File: src/rtl/cbr_sched_pkg.sv
package cbr_sched_pkg;
  typedef enum logic [2:0] {
    SC_PAUSE,
    SC_BURST,
    SC_IDLE,
    SC_REQ,
    SC_RUN
  } sched_state_e;

  typedef enum logic [1:0] {
    SQ_IDLE,
    SQ_SETUP,
    SQ_ACT,
    SQ_PRE
  } seq_state_e;

  function automatic int max_of4(input int a, input int b, input int c, input int d);
    int m;
    m = a;
    if (b > m) m = b;
    if (c > m) m = c;
    if (d > m) m = d;
    return m;
  endfunction
endpackage

File: src/rtl/rfsh_timer.sv
module rfsh_timer #(
  parameter int INTERVAL_CYC = 1560,
  localparam int TW = $clog2(INTERVAL_CYC + 1)
) (
  input  logic clk,
  input  logic rst_n,
  input  logic run,
  output logic tick
);
  logic [TW-1:0] cnt;

  assign tick = run && (cnt == '0);

  always_ff @(posedge clk or negedge rst_n) begin
    if (!rst_n) begin
      cnt <= TW'(INTERVAL_CYC - 1);
    end else if (!run || tick) begin
      cnt <= TW'(INTERVAL_CYC - 1);
    end else begin
      cnt <= cnt - 1'b1;
    end
  end
endmodule

File: src/rtl/rfsh_credit.sv
module rfsh_credit #(
  parameter int MAX_PENDING = 8,
  localparam int PEND_W = $clog2(MAX_PENDING + 1)
) (
  input  logic              clk,
  input  logic              rst_n,
  input  logic              add,
  input  logic              take,
  output logic [PEND_W-1:0] count,
  output logic              full
);
  assign full = (count == PEND_W'(MAX_PENDING));

  always_ff @(posedge clk or negedge rst_n) begin
    if (!rst_n) begin
      count <= '0;
    end else if (add && !take) begin
      if (!full) count <= count + 1'b1;
    end else if (take && !add) begin
      if (count != '0) count <= count - 1'b1;
    end
  end
endmodule

File: src/rtl/cbr_seq.sv
module cbr_seq
  import cbr_sched_pkg::*;
#(
  parameter int CSR_CYC = 1,
  parameter int RAS_CYC = 6,
  parameter int CHR_CYC = 2,
  parameter int RP_CYC  = 4,
  localparam int MAXC = max_of4(CSR_CYC, RAS_CYC, CHR_CYC, RP_CYC),
  localparam int CW   = $clog2(MAXC + 1)
) (
  input  logic clk,
  input  logic rst_n,
  input  logic start,
  output logic busy,
  output logic done,
  output logic ras_n,
  output logic cas_n
);
  seq_state_e    st;
  logic [CW-1:0] cnt;

  assign busy = (st != SQ_IDLE);

  always_ff @(posedge clk or negedge rst_n) begin
    if (!rst_n) begin
      st    <= SQ_IDLE;
      cnt   <= '0;
      ras_n <= 1'b1;
      cas_n <= 1'b1;
      done  <= 1'b0;
    end else begin
      done <= 1'b0;
      case (st)
        SQ_IDLE: begin
          if (start) begin
            st    <= SQ_SETUP;
            cnt   <= CW'(CSR_CYC - 1);
            cas_n <= 1'b0;
          end
        end
        SQ_SETUP: begin
          if (cnt == '0) begin
            st    <= SQ_ACT;
            cnt   <= CW'(RAS_CYC - 1);
            ras_n <= 1'b0;
          end else begin
            cnt <= cnt - 1'b1;
          end
        end
        SQ_ACT: begin
          // cycles RAS has been low, including this one
          if ((CW'(RAS_CYC) - cnt) >= CW'(CHR_CYC)) cas_n <= 1'b1;
          if (cnt == '0) begin
            st    <= SQ_PRE;
            cnt   <= CW'(RP_CYC - 1);
            ras_n <= 1'b1;
            cas_n <= 1'b1;
          end else begin
            cnt <= cnt - 1'b1;
          end
        end
        SQ_PRE: begin
          if (cnt == '0) begin
            st   <= SQ_IDLE;
            done <= 1'b1;
          end else begin
            cnt <= cnt - 1'b1;
          end
        end
        default: st <= SQ_IDLE;
      endcase
    end
  end
endmodule

File: src/rtl/cbr_refresh_sched.sv
module cbr_refresh_sched
  import cbr_sched_pkg::*;
#(
  parameter int INIT_PAUSE_CYC = 20000,
  parameter int INIT_BURST     = 8,
  parameter int INTERVAL_CYC   = 1560,
  parameter int MAX_PENDING    = 8,
  parameter int CSR_CYC        = 1,
  parameter int RAS_CYC        = 6,
  parameter int CHR_CYC        = 2,
  parameter int RP_CYC         = 4,
  localparam int PEND_W = $clog2(MAX_PENDING + 1)
) (
  input  logic              clk,
  input  logic              rst_n,
  input  logic              rfsh_gnt,
  output logic              rfsh_req,
  output logic              own_bus,
  output logic              ras_n,
  output logic              cas_n,
  output logic              we_n,
  output logic              oe_n,
  output logic              init_done,
  output logic [PEND_W-1:0] pend_cnt,
  output logic              urgent
);
  localparam int PW = $clog2(INIT_PAUSE_CYC + 1);
  localparam int BW = $clog2(INIT_BURST + 1);

  sched_state_e  state;
  logic [PW-1:0] pause_cnt;
  logic [BW-1:0] burst_cnt;
  logic          seq_start, seq_busy, seq_done;
  logic          tick, take;

  assign seq_start = ((state == SC_BURST) && !seq_busy && !seq_done) ||
                     ((state == SC_REQ) && rfsh_gnt);
  assign take      = (state == SC_RUN) && seq_done;
  assign rfsh_req  = (state == SC_REQ) || (state == SC_RUN);
  assign own_bus   = (state == SC_BURST) || (state == SC_RUN);
  assign we_n      = 1'b1;
  assign oe_n      = 1'b1;

  always_ff @(posedge clk or negedge rst_n) begin
    if (!rst_n) begin
      state     <= SC_PAUSE;
      pause_cnt <= PW'(INIT_PAUSE_CYC - 1);
      burst_cnt <= '0;
      init_done <= 1'b0;
    end else begin
      case (state)
        SC_PAUSE: begin
          if (pause_cnt == '0) state <= SC_BURST;
          else                 pause_cnt <= pause_cnt - 1'b1;
        end
        SC_BURST: begin
          if (seq_done) begin
            if (burst_cnt == BW'(INIT_BURST - 1)) begin
              state     <= SC_IDLE;
              init_done <= 1'b1;
            end else begin
              burst_cnt <= burst_cnt + 1'b1;
            end
          end
        end
        SC_IDLE: if (pend_cnt != '0) state <= SC_REQ;
        SC_REQ:  if (rfsh_gnt) state <= SC_RUN;
        SC_RUN:  if (seq_done) state <= SC_IDLE;
        default: state <= SC_IDLE;
      endcase
    end
  end

  rfsh_timer #(.INTERVAL_CYC(INTERVAL_CYC)) u_timer (
    .clk  (clk),
    .rst_n(rst_n),
    .run  (init_done),
    .tick (tick)
  );

  rfsh_credit #(.MAX_PENDING(MAX_PENDING)) u_credit (
    .clk  (clk),
    .rst_n(rst_n),
    .add  (tick),
    .take (take),
    .count(pend_cnt),
    .full (urgent)
  );

  cbr_seq #(
    .CSR_CYC(CSR_CYC),
    .RAS_CYC(RAS_CYC),
    .CHR_CYC(CHR_CYC),
    .RP_CYC (RP_CYC)
  ) u_seq (
    .clk  (clk),
    .rst_n(rst_n),
    .start(seq_start),
    .busy (seq_busy),
    .done (seq_done),
    .ras_n(ras_n),
    .cas_n(cas_n)
  );
endmodule

File: config.mk
export PLATFORM = sky130hd
export DESIGN_NAME = cbr_refresh_sched
export DESIGN_NICKNAME = d
export VERILOG_FILES = /design/src/rtl/cbr_sched_pkg.sv /design/src/rtl/rfsh_timer.sv /design/src/rtl/rfsh_credit.sv /design/src/rtl/cbr_seq.sv /design/src/rtl/cbr_refresh_sched.sv
export SDC_FILE = /design/constraint.sdc
export NUM_CORES = 1
export LEC_CHECK = 0
export BUFFER_PORTS_ARGS = -buffer_cell sky130_fd_sc_hd__buf_4
export CAP_MARGIN = 20
export CORE_MARGIN = 8
export CORE_UTILIZATION = 35
export CTS_CLUSTER_DIAMETER = 120
export CTS_CLUSTER_SIZE = 24
export DETAILED_ROUTE_END_ITERATION = 16
export SLEW_MARGIN = 20
export SYNTH_ARGS = -nofsm -noshare
export SYNTH_HDL_FRONTEND = slang
export SYNTH_SLANG_ARGS = --single-unit
File: constraint.sdc
create_clock -name clk -period 4.15 [get_ports clk]
set_clock_uncertainty 0.2 [all_clocks]
set_input_delay 0.83 -clock clk [delete_from_list [all_inputs] [get_ports clk]]
set_output_delay 0.83 -clock clk [all_outputs]
set_load 0.05 [all_outputs]
==> results.yml, run 1 <==
timing:
  max_freq_mhz: 299
  tightest_slew_ns: 0.723
  rsz0062_at_grt: "false"
  hold_violations: 0
  fin_crit_ns: 3.35
  setup_violations: 0
  finalMaxSlewViolations: 0
  min_period_over_period_pct: 80.6
  holdWs_ns: 0.294
  relSlewSlack_pct: 51.4
  final.setup.tns_ns: 0
clocking:
  clk_latency_ns: 0.30
  ctsHtreeMaxLevel: 2
  root_buffer: "clkbuf_8"
  cts_tree: "built"
  cts_setup_buffers: 0
  post_cts_resized: 0
  clkSlewWorstSetupHoldPaths_ns: 0.09
  cts_buffer_depth: 2
  numCtsBuffers: 5
  cts.sinks: 46
  postCtsHoldBufs: 0
synthesis:
  synth_cell_types: 53
  synthCells: 273
  synth_area_mm2: 0.00266
  avgSynthCellArea_um2: 9.74
  synthFlopType: "dfrtp_1"
  async_flop_share_pct: 100
  synth-seq-area-share_pct: 44.1
  yosysTopAreaCell: "dfrtp_1"
  yosys_warnings: 0
  ys_seq_elements: 46
  synth-edff-count: 0
  yosys.area.top_type_share_pct: 27.3
  synth_area_leaders: "dfrtp_1 27%, dfstp_2 17%, ha_1 7.1%"
floorplanning:
  die_height_um: 103
  num_rows: 31
  core_area_mm2: 0.00729
  die-area_mm2: 0.0106
  ioPinCount: 15
  chipWidth_um: 103
  initial_core_util_pct: 36.5
grt:
  antenna_found_initial: 0
  grt_usage_pct: 10.1
  grt_pass1_wl_um: 8770
  first_global_vias: 1847
  grt_start_max_net_pins: 47
  globalRouteOverflowTotal: 0
detailed_routing:
  vias_per_cell: 5.05
  wl_um: 4930
  wl_per_cell_um: 12.8
  drc: 0
  drt_iter0_markers: 52
  ant_nets: 0
  vias: 1948
  firstDrtPassIters: 4
power:
  finalPower_mw: 0.816
  comb_power_share_pct: 1.8
  clockPowerShare_pct: 43.2
  ir_worst_vdd_v: 0.000153
  p_leak_nw: 1.27
  powerDensity_mw_per_mm2: 276
  seq_power_share_pct: 55.0
  sw_frac_of_total_pct: 20.7
  internal_power_mw: 0.647
  p_switching_mw: 0.169
setup_path:
  cp_max_fo: 11
  crit_chain: "or4_4 -> or4_4 -> nand2b_1 -> ha_1 -> a21o_1 -> a21oi_1 -> and3_1 -> o21ai_1 -> o21a_1"
  required_ns: 4.14
  path_class: "flip-flop to flip-flop"
  crit_path_end_kind: "flip-flop"
  startpoint_type: "flip-flop"
  slowest_stage: "or4_4"
  critPathArrivalTime_ns: 3.33
  critPathMostFrequentCell: "or4_4"
  cpPeakStageDelay_ns: 0.64
cells_and_area:
  num-nets-final: 305
  diodes: 0
  fin_cells: 386
  syn_to_final_growth_pct: 11.0
  drive_gt1_share_pct: 16.4
placed_design:
  place_congestion: 0.799
  dp.cells: 378
  io_buffers: 12
  dp_hpwl_um: 3560
job:
  maxCapViolations: 0
status:
  status: "finished, final reports clean"
worst_hold_path:
  hold_class: "flip-flop to flip-flop"
[per-layer routing]
metal / vias to the layer above / part of all wire [%] / global-route usage, % / wire length [µm]
met4: 0 / 0.35 / 2.00 / 17
met2: 31 / 44 / 14.8 / 2170
met1: 940 / 51 / 14.7 / 2510
met5: - / 0 / 0 / 0
met3: 2 / 4.6 / 2.34 / 225
li1: 975 / - / - / -
[path summary, 6_finish.rpt]
kind	slack [ns]	startpoint	cells after the start	end
max in group asynchronous	3.02	rst_n	1	pause_cnt[6]
hold / removal	0.29	pause_cnt[11]	1	pause_cnt[11]
setup / recovery	0.80	u_timer.cnt[2]	9	u_credit.count[3]
setup reg to reg	0.80	u_timer.cnt[2]	9	u_credit.count[3]
min in group asynchronous	0.33	rst_n	1	u_timer.cnt[5]
hold reg to reg	0.29	pause_cnt[11]	1	pause_cnt[11]
[state kept, by name, indices dropped and copies added, names as in the netlist]
signal,flops
u_timer.cnt,11
pause_cnt,15
state,3
burst_cnt,4
u_credit.count,4
init_done,1
u_seq.ras_n,1
u_seq.done,1
u_seq.cnt,3
u_seq.cas_n,1
u_seq.st,2
[area by class of cell]
| type | count | area (µm²) |
|---|---|---|
| tap | 99 | 124 |
| inverter | 15 | 56.3 |
| fill | 743 | 4340 |
| clock buffer | 7 | 86.3 |
| clock inverter | 1 | 30.0 |
| multi-input combinational | 206 | 1390 |
| sequential | 46 | 1170 |
| timing repair buffer | 12 | 90.1 |
[power groups by stage]
stage	clock network (mW)	logic (mW)	registers, mW
after detailed placement	0	0.0155	0.457
after floorplan	0	0.00579	0.457
after global placement	0	0.0153	0.457
final	0.353	0.0145	0.449
after global routing	0.380	0.0169	0.449
after CTS	0.362	0.0155	0.449
[through the flow]
| step | setup WS, ns | instance area (µm²) | util, % |
|---|---|---|---|
| 3_5_place_dp | 0.844 | 2840 | 38.9 |
| 3_3_place_gp | 0.904 | 2840 | 38.9 |
| 5_1_grt | 0.686 | 2950 | 40.5 |
| 6_report | 0.805 | 2950 | 40.5 |
| 4_1_cts | 0.823 | 2950 | 40.5 |
| 2_1_floorplan | 0.913 | 2660 | - |
[critical path: cells and delay by family (launching register included)]
family          cells  cell delay (ns)
flops               1             0.40
fa+ha+maj           1             0.29
simple gates        4             1.65
compound gates      4             0.69
[synthesized netlist by cell type, types with 2 or more instances]
| master | instances |
|---|---|
| a32o_1 | 2 |
| nand2_1 | 27 |
| and2_1 | 3 |
| a211oi_1 | 3 |
| or4_1 | 5 |
| xor2_1 | 11 |
| nor4_1 | 6 |
| nand3_1 | 6 |
| mux2_2 | 2 |
| or4_4 | 3 |
| dfrtp_1 | 29 |
| xnor2_1 | 13 |
| nor3_1 | 9 |
| clkbuf_1 | 4 |
| a21oi_1 | 15 |
| ha_1 | 15 |
| mux2i_1 | 3 |
| buf_4 | 2 |
| nand3b_1 | 3 |
| inv_1 | 15 |
| nor2_1 | 30 |
| and3_1 | 2 |
| o21ai_0 | 6 |
| a21o_1 | 2 |
| o31ai_1 | 6 |
| or3_1 | 4 |
| dfstp_2 | 17 |
| nand2b_1 | 5 |
[cells in the final DEF (no fill, tap or decap), types with 4 or more instances in the layout]
cell,n
clkbuf_8,6
nand2_1,27
nor4_1,6
nor2_1,30
nand2b_1,5
xnor2_1,13
ha_1,15
or3_1,4
a21oi_1,15
nor3_1,9
inv_1,15
nand3_1,6
o21ai_0,6
dfstp_2,17
xor2_1,11
or4_1,5
dfrtp_1,29
o31ai_1,6
buf_4,12
[cells by family after synthesis]
logic type      count (synthesis)  share of synthesized area (%)
simple gates                  112                           22.2
compound gates                 46                           11.6
flops                          46                           44.1
xor+xnor                       25                           8.51
buf+inv                        22                           3.67
fa+ha+maj                      16                           7.81
mux                             5                           1.98
other cells                     1                          0.141
No activity file was read; power rests on OpenSTA's default activity.
==> inputs of run 2 (changes only) <==
Clock period 4.15 ns to 3.1 ns, I/O delays scaled along.
==> results.yml, run 2 (same netlist as run 1, synthesis figures left out) <==
timing:
  setup_violations: 0
  min_period_over_period_pct: 96.9
  holdWs_ns: 0.124
  final.setup.tns_ns: 0
  max_freq_mhz: 333
  fin_ws_ns: 0.0956
  relSlewSlack_pct: 50.9
  tightest_slew_ns: 0.730
  fin_crit_ns: 3.00
  finalMaxSlewViolations: 0
  hold_violations: 0
setup_path:
  path_class: "flip-flop to flip-flop"
  cp_top_family: "simple AND/OR/NAND/NOR gates"
  worstSetupStartpoint: "u_timer.cnt[6]"
  required_ns: 3.10
  crit_chain: "or4_4 -> or4_4 -> nand2b_4 -> ha_1 -> a21o_1 -> a21oi_4 -> and3_1 -> o21ai_1 -> o21a_1"
  critPathMostFrequentCell: "or4_4"
  crit_path_end_kind: "flip-flop"
  cpPeakStageDelay_ns: 0.55
  cp_num_buf_inv: 0
  cp_max_fo: 4
  startpoint_type: "flip-flop"
  slowest_stage: "or4_4"
  critPathArrivalTime_ns: 3.00
  worstReg2RegStart: "u_timer.cnt[6]"
detailed_routing:
  ant_nets: 0
  vias_per_cell: 5.10
  drt_iter0_markers: 72
  drc: 0
  wl_um: 5020
  vias: 1983
  wl_per_cell_um: 12.9
  firstDrtPassIters: 4
status:
  status: "finished, final reports clean"
grt:
  antenna_found_initial: 0
  met1_usage_pct: 13.2
  globalRouteOverflowTotal: 0
  grt_usage_pct: 10.2
  grt_busiest_layer: "met2"
  first_global_vias: 1907
  grt_start_max_net_pins: 47
  grt_util_met2_pct: 16.4
  grt_use_met3_pct: 2.81
  grt_pass1_wl_um: 8770
clocking:
  cts_buffer_depth: 2
  cts.sinks: 46
  clkSlewWorstSetupHoldPaths_ns: 0.09
  root_buffer: "clkbuf_8"
  ctsHtreeMaxLevel: 2
  cts_tree: "built"
  clk_latency_ns: 0.30
  numCtsBuffers: 5
  postCtsHoldBufs: 0
placed_design:
  io_buffers: 12
  place_ws_ns: 0.104
  place_area_mm2: 0.00286
  dp.cells: 380
  dp_hpwl_um: 3600
  place_congestion: 0.775
worst_hold_path:
  hold_class: "primary input to asynchronous set/reset pin"
cells_and_area:
  final_cell_area_mm2: 0.00297
  largest-register: "pause_cnt"
  num-nets-final: 308
  reg_top3: "pause_cnt x15, u_timer.cnt x11"
  fill_cells: 722
  mostFrequentLayoutCells: "30 x nor2_1, 29 x dfrtp_1, 27 x nand2_1"
  layout_commonest_cell: "nor2_1"
  diodes: 0
  syn_to_final_growth_pct: 11.8
  drive_gt1_share_pct: 17.9
  largest_reg_flops: 15
  multi_input_area_mm2: 0.00142
  regArea_mm2: 0.00117
  fin_cells: 389
floorplanning:
  ioPinCount: 15
  die_height_um: 103
  initial_core_util_pct: 36.5
  die-area_mm2: 0.0106
  num_rows: 31
  core_area_mm2: 0.00729
  chipWidth_um: 103
job:
  maxCapViolations: 0
power:
  ir_worst_vdd_v: 0.000155
  p_leak_nw: 1.29
  powerDensity_mw_per_mm2: 335
[run 2: cell count changes in the layout (fill, tap and decap cells not counted)]
cell       before  now
a211oi_1        3    2
a211oi_2        0    1
a21oi_1        15   14
a21oi_4         0    1
buf_4          12   15
bufinv_16       1    0
clkbuf_1        1    2
nand2b_1        5    4
nand2b_4        0    1
[run 2: per-layer routing]
metal  part of all wire (%)  vias up
met5                      0        -
met4                   0.44        0
met1                     49      967
met2                     46       27
met3                    4.6        5
li1                       -      984
[run 2: cell type report]
type	instances	share of cell area, %
inverters	15	1.89
well taps	99	4.17
clock buffers	8	3.03
multi-input cells	206	47.7
repair buffers	15	3.79
flip-flops and latches	46	39.4
[run 2: stage by stage]
stage          power (mW)  utilization [%]
2_1_floorplan       0.620                -
6_report            0.997             40.8
4_1_cts              1.02             40.5
3_5_place_dp        0.633             39.3
3_3_place_gp        0.632             39.3
5_1_grt              1.03             40.8
[run 2: what timing repair did]
action	4_1_cts	5_1_grt
buffers inserted	0	1
endpoints found under the setup margin	0	1
gates resized for setup	0	2
[run 2: worst register-to-register path, stage by stage, from the launching register on]
cell,delay [ns]
dfrtp_1,0.42
or4_4,0.55
or4_4,0.53
nand2b_4,0.17
ha_1,0.27
a21o_1,0.23
a21oi_4,0.19
and3_1,0.18
o21ai_1,0.07
o21a_1,0.11
[run 2: path summary, 6_finish.rpt]
| kind | cells past startpoint | slack, ns | endpoint |
|---|---|---|---|
| min in group clk | 1 | 0.28 | burst_cnt[3] |
| worst max register to register | 9 | 0.1 | u_credit.count[3] |
| max in group asynchronous | 1 | 2.18 | pause_cnt[8] |
| worst max-delay path | 9 | 0.1 | u_credit.count[3] |
| worst min register to register | 1 | 0.28 | burst_cnt[3] |
| worst min-delay path | 1 | 0.12 | u_credit.count[0] |
[run 2: report_power, final]
part	switching, mW	internal (mW)	total (mW)	leakage [nW]
combinational	0.0176	0.00180	0.0194	0.672
clock	0.194	0.182	0.377	0.0455
sequential	0	0.601	0.601	0.571
==> inputs of run 3 (changes only) <==
==> constraint.sdc (replaced) <==
create_clock -name clk -period 3.5 [get_ports clk]
set_clock_uncertainty 0.2 [all_clocks]
set_input_delay 0 -clock clk [delete_from_list [all_inputs] [get_ports clk]]
set_output_delay 0 -clock clk [all_outputs]
set_load 0.05 [all_outputs]
==> results.yml, run 3 (same netlist as run 1, synthesis figures left out) <==
floorplanning:
  die_height_um: 103
  initial_core_util_pct: 36.5
  ioPinCount: 15
  num_rows: 31
  die-area_mm2: 0.0106
  core_area_mm2: 0.00729
  chipWidth_um: 103
grt:
  first_global_vias: 1851
  grt_start_max_net_pins: 47
  globalRouteOverflowTotal: 0
  grt_usage_pct: 9.90
  grt_pass1_wl_um: 8480
  antenna_found_initial: 0
detailed_routing:
  wl_um: 4940
  wl_per_cell_um: 12.7
  firstDrtPassIters: 4
  ant_nets: 0
  vias: 1947
  drt_iter0_markers: 71
  vias_per_cell: 5.01
  drc: 0
clocking:
  post_cts_resized: 0
  cts_buffer_depth: 2
  cts.sinks: 46
  numCtsBuffers: 5
  root_buffer: "clkbuf_8"
  cts_tree: "built"
  cts_setup_buffers: 0
  ctsHtreeMaxLevel: 2
  clkSlewWorstSetupHoldPaths_ns: 0.09
  clk_latency_ns: 0.30
setup_path:
  path_class: "flip-flop to flip-flop"
  startpoint_type: "flip-flop"
  cp_max_fo: 11
  crit_path_end_kind: "flip-flop"
  required_ns: 3.55
  critPathArrivalTime_ns: 3.25
cells_and_area:
  syn_to_final_growth_pct: 11.1
  layout_commonest_cell: "nor2_1"
  drive_gt1_share_pct: 16.6
  fill_cells: 731
  num-nets-final: 308
  diodes: 0
  largest_reg_flops: 15
  mostFrequentLayoutCells: "30 x nor2_1, 29 x dfrtp_1, 27 x nand2_1"
  largest-register: "pause_cnt"
  regArea_mm2: 0.00117
  reg_top3: "pause_cnt x15, u_timer.cnt x11"
  multi_input_area_mm2: 0.00139
power:
  powerDensity_mw_per_mm2: 303
  ir_worst_vdd_v: 0.000143
  finalPower_mw: 0.896
  p_leak_nw: 1.27
worst_hold_path:
  hold_class: "primary input to asynchronous set/reset pin"
timing:
  setup_violations: 0
  tightest_slew_ns: 0.655
  min_period_over_period_pct: 91.5
  finalMaxSlewViolations: 0
  rsz0062_at_grt: "false"
  max_freq_mhz: 312
  relSlewSlack_pct: 55.9
  final.setup.tns_ns: 0
  fin_crit_ns: 3.20
  hold_violations: 0
placed_design:
  io_buffers: 12
  dp_hpwl_um: 3620
  place_congestion: 0.802
status:
  status: "finished, final reports clean"
job:
  maxCapViolations: 0
run 3: cell type report:
type                            count  area share, %
Clock buffer                        7           2.92
Clock inverter                      1          0.169
Inverter                           15           1.91
Multi-Input combinational cell    206           47.2
Sequential cell                    46           39.7
Tap cell                           99           4.19
Timing Repair Buffer               15           3.98
run 3: worst max-delay path: stages, from the launching register on:
cell and delay [ns]:
dfstp_2 0.40, or4_4 0.56, or4_4 0.63, nand2b_1 0.24
ha_1 0.29, a21o_1 0.19, a21oi_1 0.19, buf_4 0.16
nor4_4 0.03, o21ai_1 0.14, o21a_1 0.12
run 3: final timing paths:
path | start | to | slack, ns | cells after the start
worst max-delay path | u_timer.cnt[2] | u_credit.count[3] | 0.30 | 10
worst min-delay path | rst_n | u_credit.count[3] | 0.03 | 2
worst max register to register | u_timer.cnt[2] | u_credit.count[3] | 0.30 | 10
worst min register to register | burst_cnt[3] | burst_cnt[3] | 0.28 | 1
max in group asynchronous | rst_n | pause_cnt[8] | 2.66 | 2
min in group clk | burst_cnt[3] | burst_cnt[3] | 0.28 | 1
run 3: routing by layer:
metal  vias up  wire length [µm]  track usage, %
met3         4               178            2.68
met4         0                31            2.89
met2        20              2240            15.4
met5         -                 0               0
met1       942              2490            13.1
li1        981                 -               -
run 3: through the flow:
step                hold WS, ns  cells  utilization, %  setup slack (ns)  cell area, µm²
finish                   0.0294    389            40.5             0.297            2960
detailed placement       -0.142    379            39.0             0.318            2840
floorplan                -0.496    274               -             0.263            2660
global route             0.0819    389            40.5             0.177            2960
CTS                      0.0646    389            40.5             0.304            2960
global placement         -0.149    379            39.0             0.378            2840
run 3: report_power, final:
part	internal (mW)	leakage (nW)	total, mW	switching, mW
Clock	0.160	0.0482	0.345	0.185
Combinational	0.00305	0.654	0.0189	0.0159
Sequential	0.532	0.571	0.532	0
run 3: timing repair:
action | 4_1_cts | 5_1_grt
hold buffers | 2 | 0
setup endpoints to repair | 0 | 0
endpoints found under the hold margin | 49 | 0
